`src/rtl/refsel_pkg.sv`:
```
package refsel_pkg;

  typedef enum logic [1:0] {
    ST_MANUAL   = 2'd0,
    ST_ARMED    = 2'd1,
    ST_SWITCHED = 2'd2
  } sel_state_e;

  // loss flag of the given port
  function automatic logic port_loss(input logic [1:0] loss, input logic port);
    return loss[port];
  endfunction

  // port opposite to the given one
  function automatic logic other_port(input logic port);
    return ~port;
  endfunction

endpackage

```
`src/rtl/refsel_sync.sv`:
```
module refsel_sync #(
  parameter int WIDTH  = 2,
  parameter int STAGES = 2
) (
  input  logic             clk,
  input  logic             rst,
  input  logic [WIDTH-1:0] d_i,
  output logic [WIDTH-1:0] q_o
);
  logic [WIDTH-1:0] stage_q [STAGES];

  generate
    for (genvar s = 0; s < STAGES; s++) begin : g_stage
      if (s == 0) begin : g_first
        always_ff @(posedge clk) stage_q[0] <= d_i;
      end else begin : g_next
        always_ff @(posedge clk)
          if (rst) stage_q[s] <= d_i;
          else     stage_q[s] <= stage_q[s-1];
      end
    end
  endgenerate

  assign q_o = stage_q[STAGES-1];
endmodule

```
`src/rtl/refsel_fsm.sv`:
```
module refsel_fsm
  import refsel_pkg::*;
(
  input  logic       clk,
  input  logic       rst,
  input  logic       auto_s,
  input  logic       req_s,
  input  logic       req_raw,
  input  logic [1:0] loss_i,
  output logic       sel_q,
  output logic       chg_q,
  output sel_state_e state_q,
  output logic       fail_evt
);
  sel_state_e state_d;
  logic       sel_d;
  logic       cur_loss;

  assign cur_loss = port_loss(loss_i, sel_q);
  assign fail_evt = (state_q == ST_ARMED) && auto_s && cur_loss;

  always_comb begin
    state_d = state_q;
    sel_d   = sel_q;
    unique case (state_q)
      ST_MANUAL: begin
        sel_d = req_s;
        if (auto_s) state_d = ST_ARMED;
      end
      ST_ARMED: begin
        if (!auto_s) begin
          state_d = ST_MANUAL;
          sel_d   = req_s;
        end else if (fail_evt) begin
          state_d = ST_SWITCHED;
          sel_d   = other_port(sel_q);
        end
      end
      ST_SWITCHED: begin
        if (!auto_s) begin
          state_d = ST_MANUAL;
          sel_d   = req_s;
        end
      end
      default: begin
        state_d = ST_MANUAL;
        sel_d   = req_s;
      end
    endcase
  end

  always_ff @(posedge clk) begin
    if (rst) begin
      state_q <= ST_MANUAL;
      sel_q   <= req_raw;
      chg_q   <= 1'b0;
    end else begin
      state_q <= state_d;
      sel_q   <= sel_d;
      chg_q   <= (sel_d != sel_q);
    end
  end
endmodule

```
`src/rtl/refsel_failover.sv`:
```
module refsel_failover
  import refsel_pkg::*;
#(
  parameter int SYNC_STAGES = 2
) (
  input  logic       clk,
  input  logic       rst,
  input  logic       auto_mode_i,
  input  logic       sel_req_i,
  input  logic [1:0] loss_i,
  output logic       sel_o,
  output logic       loss_o,
  output logic       chg_pulse_o
);
  localparam int CTRL_W = 2;

  logic [CTRL_W-1:0] ctrl_s;
  logic              auto_s;
  logic              req_s;
  logic              sel_q;
  logic              chg_q;
  logic              fail_evt;
  sel_state_e        state_q;

  refsel_sync #(.WIDTH(CTRL_W), .STAGES(SYNC_STAGES)) u_sync (
    .clk (clk),
    .rst (rst),
    .d_i ({auto_mode_i, sel_req_i}),
    .q_o (ctrl_s)
  );

  assign auto_s = ctrl_s[1];
  assign req_s  = ctrl_s[0];

  refsel_fsm u_fsm (
    .clk      (clk),
    .rst      (rst),
    .auto_s   (auto_s),
    .req_s    (req_s),
    .req_raw  (sel_req_i),
    .loss_i   (loss_i),
    .sel_q    (sel_q),
    .chg_q    (chg_q),
    .state_q  (state_q),
    .fail_evt (fail_evt)
  );

  assign sel_o       = sel_q;
  assign loss_o      = port_loss(loss_i, sel_q);
  assign chg_pulse_o = chg_q;
endmodule

```
`config.mk`:
```
export PLATFORM = sky130hd
export DESIGN_NAME = refsel_failover
export DESIGN_NICKNAME = d
export VERILOG_FILES = /design/src/rtl/refsel_pkg.sv /design/src/rtl/refsel_sync.sv /design/src/rtl/refsel_fsm.sv /design/src/rtl/refsel_failover.sv
export SDC_FILE = /design/constraint.sdc
export NUM_CORES = 1
export LEC_CHECK = 0
export BUFFER_PORTS_ARGS = -buffer_cell sky130_fd_sc_hd__buf_2
export CAP_MARGIN = 10
export CORE_AREA = 2 2 39 41
export DETAILED_ROUTE_END_ITERATION = 6
export DIE_AREA = 0 0 41 43
export PLACE_DENSITY = 0.53
export REMOVE_ABC_BUFFERS = 1
export SYNTH_ARGS = -nofsm -noshare
export SYNTH_HDL_FRONTEND = slang
export SYNTH_SLANG_ARGS = --single-unit
export TNS_END_PERCENT = 10
```
`constraint.sdc`:
```
create_clock -name clk -period 2.4 [get_ports clk]
set_input_delay 0.12 -clock clk [delete_from_list [all_inputs] [get_ports clk]]
set_output_delay 0.12 -clock clk [all_outputs]
set_load 0.1 [all_outputs]
```
# Word level (Yosys, flattened, before mapping)
# Memories as Yosys holds them, arrays and structs flattened.
# Index checks and enable logic that the tools add are counted.
dict set report classes {
  magnitude_cmp 1
  n_eq_ne 6
  mux 16
  n_bitwise 2
  n_reduce_logical 4
}
# cell n
set ops {}
lappend ops {{$mux 2} 5}
lappend ops {{$mux 1} 9}
lappend ops {{$pmux 2 s3} 1}
lappend ops {{$ne 2x2->1 const B} 2}
lappend ops {{$ne 3x3->1 const B} 1}
lappend ops {{$reduce_and 3->1} 1}
lappend ops {{$eq 2x1->1 const B} 1}
lappend ops {{$eq 2x2->1 const B} 1}
lappend ops {{$logic_and 1x1->1} 2}
lappend ops {{$logic_not 2->1} 1}
lappend ops {{$lt 1x2->1 const B} 1}
lappend ops {{$pmux 1 s2} 1}
lappend ops {{$ne 1x1->1} 1}
lappend ops {{$not 1->1} 1}
lappend ops {{$or 1x1->1} 1}
dict set report totals {
  ff_bits 4
  ramBits 4
  in_bits 6
  output_inout_bits 3
  word_cells 33
  mem_count 1
}
# name depth width read_ports rd_ports_with_merged_regs wr line_no
set mem_list {}
lappend mem_list {u_sync.stage_q 2 2 2 0 2 refsel_sync.sv:10} ;# logic [WIDTH-1:0] stage_q [STAGES];

# Logic depth before layout (Yosys ltp)
# Gate-level depths: netlist of run 1.
dict set report logic_depth {
  ltp_word 7
  ltp_mapped 6
}

# Modules after synthesis
# Synthesis of run 1 repeated with hierarchy kept, for this count alone.
dict set report hier_totals {
  cells_unflattened 43
  area_unflattened_um2 440.4
}
# mod n_inst cells_each area_per_inst_um2 seq_area_each_um2
set by_module_without_submodules {}
lappend by_module_without_submodules {refsel_fsm 1 36 322.8 80.1}
lappend by_module_without_submodules {refsel_sync 1 6 102.6 80.1}
lappend by_module_without_submodules {refsel_failover 1 1 15.0 0.0}

# Least setup slack after synthesis of run 1
# OpenSTA, ideal clock, no wires.
dict set report synth_path {
  kind {reg2reg}
  start {reg u_fsm.sel_q}
  end {reg u_fsm.state_q[0]}
  setup_time_ps 114
  arrival_ps 2138
  t_required_ps 2286
  setup_slack_ps 148
  stages_incl_launch_ff 5
  n_path_buf 0
  period_less_slack_ps 2252
  path_cell_list {dfxtp_1 -> mux2_2 -> o21ai_1 -> mux2i_1 -> nor2_1}
}
dict set report synth_between {
  elab_chain_len 5
}
# item line_no
set synth_rtl {}
lappend synth_rtl {{start, declared} refsel_fsm.sv:10} ;# output logic sel_q,
lappend synth_rtl {{start signal, assigned} refsel_fsm.sv:55} ;# sel_q <= req_raw;
lappend synth_rtl {{start signal, assigned} refsel_fsm.sv:59} ;# sel_q <= sel_d;
lappend synth_rtl {{$mux 1 (2 in a row)} n/a}
lappend synth_rtl {{via loss_o} refsel_failover.sv:12} ;# output logic loss_o,
lappend synth_rtl {{$logic_and 1x1->1} refsel_fsm.sv:20} ;# assign fail_evt = (state_q == ST_ARMED) && auto_s && cur_loss;
lappend synth_rtl {{$ne 3x3->1 (no source line)} n/a}
lappend synth_rtl {{$reduce_and 3->1 (no source line)} n/a}
lappend synth_rtl {{end signal, assigned} refsel_fsm.sv:58} ;# state_q <= state_d;
lappend synth_rtl {{end, declared} refsel_fsm.sv:12} ;# output sel_state_e state_q,
# The timed path passes the listed nets, and every way through them passes these cells. The select of a mux whose other input is x is not followed.
# A chain may end at the register's enable or synchronous reset.

# Final worst setup path of run 1
dict set report layout_path {
  start {reg u_fsm.state_q[1]}
  end {reg u_fsm.chg_q}
}
dict set report layout_between {
  elab_chain_len 7
  elab_cells_between_ends 8
  cone_classes {eq/ne: 3; mux: 3; reduce/logical: 2}
}
# item line_no
set layout_rtl {}
lappend layout_rtl {{$eq 2x1->1} {refsel_fsm.sv:20, refsel_fsm.sv:25}}
lappend layout_rtl {{$logic_and 1x1->1 (2 in a row)} refsel_fsm.sv:20}
lappend layout_rtl {{$mux 1} refsel_fsm.sv:34} ;# end else if (fail_evt) begin
lappend layout_rtl {{$mux 1} refsel_fsm.sv:31} ;# if (!auto_s) begin
lappend layout_rtl {{$pmux 1 s2 (*)} refsel_fsm.sv:25} ;# unique case (state_q)
lappend layout_rtl {{$ne 1x1->1 (*)} refsel_fsm.sv:60} ;# chg_q <= (sel_d != sel_q);
lappend layout_rtl {{end signal, assigned} refsel_fsm.sv:60}
lappend layout_rtl {{end, declared} refsel_fsm.sv:11} ;# output logic chg_q,
# Every way passes the cells marked *; elsewhere a longest branch is shown, timed or not.

==> metrics list, run 1 <==
* Worst IR Drop VDD: ~0.00035 V
* Leakage power total: 0.000216 uW
- The worst register-to-register path has a setup slack of slightly above 0.8 ns.
- The number of antenna diodes in the final layout is 0.
- Count of warnings emitted by yosys: 0
- The clock reaches the later pin of the worst-skew pair after 0.26 ns.
- The number of global-route vias before repair is roughly 280.
- Overflow left after global routing: 0
* Total Die Area: roughly 1800 um2
- The detailed router placed about 350 vias in this run.
* Unique cell type count in the Yosys netlist: 19
* Critical path peak fanout: 6
- In the finished design, the share of the clock period the worst path needs comes to roughly two thirds.
- Initial DRC count: 6
- The worst setup path is launched from a flop.
- The die is approximately 43 um tall.
* Crit path time final: around 1.6 ns
- Core Util, Final: 36.8%
- After clock tree synthesis, the clock-pin slew on the worst setup and hold paths is approximately 0.060 ns.
- Number of violations of the max-capacitance limit: 0
* Worst EP required: around 2.6 ns
- The initial utilization of the core area, before any placement, comes to a little under a third.
- The number of antenna violations at the first check in global routing was 0.
- The worst register-to-register path has a depth of 4.
- Cells resized by post-CTS repair: 0
- After detailed routing, the number of remaining DRC violations is 0.
- Total count of max-transition violations in the final report: 0
- The net count of the finished layout is 65.
- R2R Path End: u_fsm.chg_q
* Clock tree from TritonCTS: built
- After detailed routing, the average wire length per cell comes to approximately 11 um.
* Syn_area_per_cell: approximately 10 um2
- Area of the core: about 1400 um2
* Wirelength, routed: 791 um
- Worst hold-check path type: input pin to flop
* Reg-to-reg critical path startpoint: u_fsm.state_q[1]
* Critical Path AT: 1.79 ns
- The post-route netlist has 33.3% of its cells at a drive strength greater than 1.
* Number of nets with antenna violations after detailed routing: 0
* Final setup fails: 0
* Worst slew margin relative to its limit: approximately two thirds
- First-pass GRT wire length: 1.15 mm
- The worst hold path begins at rst.
- Fraction of the yosys area taken by sequential cells: a little under two fifths
- Count of input and output buffers: 8
- Power density normalized to cell area: 1100 nW/um2
- Largest net degree at the start of global routing: 11
- Area of the mapped netlist: between 400 and 500 um2
* Hold path endpoint: u_fsm.state_q[1]
- Counting flops and latches in the post-synthesis netlist gives 8.
* Setup total negative slack: 0 ns
- Relative to the synthesized area, the layout overhead comes to 21.9%.
* Routability cong.: ~0.66
* Final hold violation count: 0
- Cells after synthesis: 42
- Number of buffers inserted during clock tree synthesis: 3
- CTS built an H-tree with a depth of 1.
- Number of instances on the worst hold path: 2
* Root Driver: sky130_fd_sc_hd__clkbuf_4
* Post-Route Skew: between 0.01 and 0.015 ns
- Based on the critical path, the design can be clocked at up to roughly 630 MHz.
- Setup repair after global routing left no endpoint under its margin.
- Critical Path Sink Type: flop
- At the pin with the least slew margin, the transition time is about 0.48 ns.
* Site Rows: 14
- Counting every sink on the clock net gives 8.
- The first TritonRoute pass finished after 4 iterations.
- The flow ran to the end, and the final reports show no timing, DRC or antenna violations.
- Critical path start-end classification: flop to flop
- Die outline width: 41 um
- Total global routing track utilization: 10.6%
* CTS Buffer Depth: 2
* Number of vias per cell after detailed routing: slightly below 5
- Boundary pin count: 9
cell families (layout without fill, tap and decap cells):
family,Yosys count,count (layout),synth area share [%]
AO/OA/AOI/OAI,11,11,16.5
adder cells (fa/ha/maj),3,3,8.98
buffers and inverters,4,16,5.39
flip-flops,8,8,38.3
multiplexers,6,6,15.3
AND/OR/NAND/NOR,10,10,15.6
layout by cell type (no fill, tap or decap):
master and instances:
sky130_fd_sc_hd__a21bo_2 2, sky130_fd_sc_hd__o21ai_0 4, sky130_fd_sc_hd__ha_1 3, sky130_fd_sc_hd__buf_2 8
sky130_fd_sc_hd__or4b_2 2, sky130_fd_sc_hd__o21ai_1 1, sky130_fd_sc_hd__nand2_1 2, sky130_fd_sc_hd__inv_1 3
sky130_fd_sc_hd__clkbuf_4 3, sky130_fd_sc_hd__nand3_1 1, sky130_fd_sc_hd__mux2_2 3, sky130_fd_sc_hd__nand3b_1 2
sky130_fd_sc_hd__nand4_1 1, sky130_fd_sc_hd__a21oi_1 2, sky130_fd_sc_hd__dlygate4sd3_1 2, sky130_fd_sc_hd__nor3b_1 1
sky130_fd_sc_hd__mux2i_1 3, sky130_fd_sc_hd__o22ai_1 1, sky130_fd_sc_hd__nor2_1 1, sky130_fd_sc_hd__dfxtp_1 8
sky130_fd_sc_hd__a211oi_1 1
worst max path at each step:
| stage | end | startpoint | cells past startpoint | slack, ns |
|---|---|---|---|---|
| after floorplan | u_fsm.state_q[0] | u_fsm.sel_q | 4 | 0.15 |
| after global placement | u_fsm.chg_q | u_fsm.state_q[0] | 4 | 0.85 |
| after detailed placement | u_fsm.chg_q | u_fsm.state_q[0] | 4 | 0.85 |
| after CTS | u_fsm.chg_q | u_fsm.state_q[1] | 4 | 0.80 |
| after global routing | u_fsm.chg_q | u_fsm.state_q[1] | 6 | 0.74 |
| final | u_fsm.chg_q | u_fsm.state_q[1] | 4 | 0.81 |
synthesized netlist by cell type (all sizes together):
master	number	area, um2
a211oi	1	7.51
a21bo	2	20.0
a21oi	2	10.0
buf	1	11.3
dfxtp	8	160
ha	3	37.5
inv	3	11.3
mux2	3	33.8
mux2i	3	30.0
nand2	2	7.51
nand3	1	5.00
nand3b	2	15.0
nand4	1	6.26
nor2	1	3.75
nor3b	1	7.51
o21ai	5	25.0
o22ai	1	6.26
or4b	2	20.0
stage by stage:
step	hold WS [ns]	power, uW	setup WS (ns)	area [um2]	cells
floorplan	0.148	408	0.148	407	41
global placement	0.237	452	0.849	467	65
detailed placement	0.240	452	0.852	467	65
CTS	0.149	569	0.803	509	70
global route	0.176	592	0.741	509	70
finish	0.145	561	0.810	509	70
cell type report:
type | instances | area [um2]
Fill cell | 150 | 875
Multi-Input combinational cell | 30 | 235
Sequential cell | 8 | 160
Timing Repair Buffer | 10 | 60.1
Clock buffer | 3 | 22.5
Tap cell | 16 | 20.0
Inverter | 3 | 11.3
repair_timing:
item | 4_1_cts | 5_1_grt
buffers inserted | 0 | 0
hold buffers | 2 | 0
endpoints found under the hold margin | 2 | 0
report_power, final:
| group | switching, uW | leakage (uW) | internal, uW |
|---|---|---|---|
| combinational | 182 | 0.000135 | 89.1 |
| clock | 51.6 | 0.0000138 | 57.6 |
| sequential | 21.9 | 0.0000670 | 158 |
registers in the layout, summed over array words and instances (netlist names):
name,flops
u_fsm.chg_q,1
u_sync.stage_q,4
u_fsm.sel_q,1
u_fsm.state_q,2
worst max-delay path, cell delays in order, from the launching register on:
cell and delay, ns:
sky130_fd_sc_hd__dfxtp_1 0.36, sky130_fd_sc_hd__inv_1 0.07, sky130_fd_sc_hd__ha_1 0.34, sky130_fd_sc_hd__or4b_2 0.63
sky130_fd_sc_hd__nand4_1 0.13
per-layer routing:
layer	global-route usage [%]	part of all wire, %	vias up
li1	-	-	181
met5	0	0	-
met4	6.00	1.1	0
met1	11.8	46	158
met2	15.0	49	7
met3	6.28	4.0	2
Power figures use the tool's default switching activity.
==> run 2, diff against run 1 <==
--- a/config.mk
+++ b/config.mk
@@ -10,7 +10,7 @@
 export CORE_AREA = 2 2 39 41
 export DETAILED_ROUTE_END_ITERATION = 6
 export DIE_AREA = 0 0 41 43
-export PLACE_DENSITY = 0.53
+export PLACE_DENSITY = 0.55
 export REMOVE_ABC_BUFFERS = 1
 export SYNTH_ARGS = -nofsm -noshare
 export SYNTH_HDL_FRONTEND = slang
==> constraint.sdc (replaced) <==
create_clock -name clk -period 1.3 [get_ports clk]
set_input_delay 0.065 -clock clk [delete_from_list [all_inputs] [get_ports clk]]
set_output_delay 0.065 -clock clk [all_outputs]
set_load 0.1 [all_outputs]
==> metrics list, run 2 (synthesized netlist as in run 1, its figures left out) <==
- The first detailed-routing pass ran for 2 iterations.
* Initial antenna violation count: 0
* Area Growth Syn to Fin: 63.8%
- For the pin with the worst max-slew slack, the measured transition is 0.483 ns.
- On the final layout, the worst clock skew is 0.000381 ns.
* Worst EP required: 1.42 ns
- Number of nets with antenna violations after detailed routing: 0
- Y dimension of the die: 43 um
* Clock sinks: 8
- Derived from the worst setup path, the maximum achievable clock frequency is around 740 MHz.
- After detailed routing, the number of remaining DRC violations is 0.
* Area of the core: roughly 1400 um2
* Critical Path AT: 1.48 ns
- At the later pin of the worst-skew pair, clock insertion delay measures roughly 0.25 ns.
- First-pass GRT wire length: about 1.4 mm
* Total global routing track utilization: a little under an eighth
- Max-cap violations in this run came to 0.
- The top cell types in the final layout, fill and taps aside, are sky130_fd_sc_hd__buf_4, sky130_fd_sc_hd__buf_2, sky130_fd_sc_hd__dfxtp_1.
- Critical path peak fanout: 2
- In this run the tightest slew margin relative to its limit is around 70%.
- Leakage power total: just under 0.0003 uW
- Worst hold-check slack: ~0.11 ns
- The largest single stage delay on the critical path is 0.33 ns.
* Reg2reg setup slack: -0.06 ns
- The final layout contains routed wiring with a total length of approximately 860 um.
- The slowest stage of the critical path is the sky130_fd_sc_hd__dfxtp_2 cell.
* Worst IR Drop VDD: a little over 0.0009 V
- RSZ-0062 raised after global routing: true
* H-tree depth reported by CTS: 1
- Register with the highest flop count: u_sync.stage_q
- The critical path is of the flop to flop type.
- Final antenna diode count: 0
* Share of post-route cells with drive strength above 1: between 60 and 70%
* Boundary pin count: 9
- Root Driver: sky130_fd_sc_hd__clkbuf_4
- The worst path in the final design needs a cycle of around 1.4 ns, including I/O delays and setup.
- Overflow left after global routing: 0
- Post-DR wirelength/cell: roughly 10 um
- Entering global routing, the biggest net connects 11 pins.
* Most common library cell in the layout ignoring fill and taps: sky130_fd_sc_hd__buf_4
* Routability cong.: about 0.64
- The checks that failed: setup timing.
* Period utilization: 105%
* Clk pin slew, worst setup/hold paths: ~0.05 ns
* Worst slack, placed: -0.239 ns
* Critical Path Sink Type: flop
- Total Die Area: around 1800 um2
* Number of flip-flops in the largest register: 4
- In this run the power density over the cells is about 1900 nW/um2.
* Post-layout nets: 77
* Site Rows: 14
- CTS Buffer Depth: 2
* Total count of max-transition violations in the final report: 0
* Clock tree from TritonCTS: built
- Final setup fails: 4
- Initial DRC count: 9
- Worst hold-check path type: input pin to flop
* Overall via count from detail_route: roughly 400
* Final HPWL from detailed placement: approximately 600 um
* Largest registers: u_sync.stage_q (4), u_fsm.state_q (2)
* Nature of the critical path startpoint: flop
* Initial core utilization: 30.2%
- Vias in the first global route: ~340
- The number of hold-slack violations in the final timing report is 0.
* Die outline width: roughly 41 um
* Result of the run: finished with violations
- Worst path setup slack after routing: -0.0592 ns
- Walking the worst path, the cells encountered are inv_4 > ha_4 > a21bo_2 > o21ai_1 > buf_4 > mux2i_1 > nand4_1.
- Count of input and output buffers: 8
* Number of buffers inserted during clock tree synthesis: 3
- Using the TritonRoute via totals, the vias-per-cell ratio works out to between 4 and 5.
## run 2: changes by cell type in the layout (fill, tap and decap cells not counted), sizes merged
| cell | change |
|---|---|
| buf | +12 |
## run 2: where the power goes
part	total, uW	leakage, uW	switching (uW)	internal, uW
Clock	180	0.0000138	75.1	105
Combinational	794	0.000208	423	371
Sequential	348	0.0000681	44.8	304
## run 2: per-stage QoR
step | setup TNS [ns] | total power [uW] | util [%] | instances | area [um2]
2_1_floorplan | -3.25 | 754 | - | 41 | 407
3_3_place_gp | -0.401 | 926 | 38.6 | 74 | 534
3_5_place_dp | -0.483 | 932 | 38.6 | 74 | 534
4_1_cts | -0.222 | 1290 | 48.2 | 82 | 667
5_1_grt | -0.503 | 1410 | 49.5 | 82 | 684
6_report | -0.148 | 1320 | 49.5 | 82 | 684
## run 2: routing by layer
metal	wire [um]	track usage [%]	vias up
li1	-	-	205
met1	386	15.4	186
met2	428	16.3	9
met3	28	1.57	2
met4	12	10.0	0
met5	0	0	-
## run 2: layout make-up
cell class                      instances  area [um2]
Clock buffer                            3        22.5
Fill cell                             125         699
Inverter                                3        13.8
Multi-Input combinational cell         30         304
Sequential cell                         8         168
Tap cell                               16        20.0
Timing Repair Buffer                   22         156
## run 2: worst max-delay path, delay by kind of cell (launching register included)
| kind | cells | cell delay, ns |
|---|---|---|
| AND/OR/NAND/NOR | 1 | 0.10 |
| AO/OA/AOI/OAI | 2 | 0.32 |
| flip-flops | 1 | 0.33 |
| buffers and inverters | 2 | 0.20 |
| adder cells (fa/ha/maj) | 1 | 0.12 |
| multiplexers | 1 | 0.18 |
## run 2: worst paths after layout
path         cells after the start                   end            startpoint
max reg2reg                      7           u_fsm.chg_q      u_fsm.state_q[1]
min reg2reg                      2  u_sync.stage_q[1][0]  u_sync.stage_q[0][0]
max                              7           u_fsm.chg_q      u_fsm.state_q[1]
min                              2      u_fsm.state_q[0]                   rst
## run 2: repair_timing
| item | 4_1_cts | 5_1_grt |
|---|---|---|
| hold buffers | 2 | 0 |
| hold endpoints to repair | 2 | 0 |
| gates resized for setup | 19 | 4 |
| cloned | 0 | 0 |
| setup endpoints to repair | 5 | 5 |
| buffers inserted | 3 | 0 |
| pin swaps | 4 | 0 |
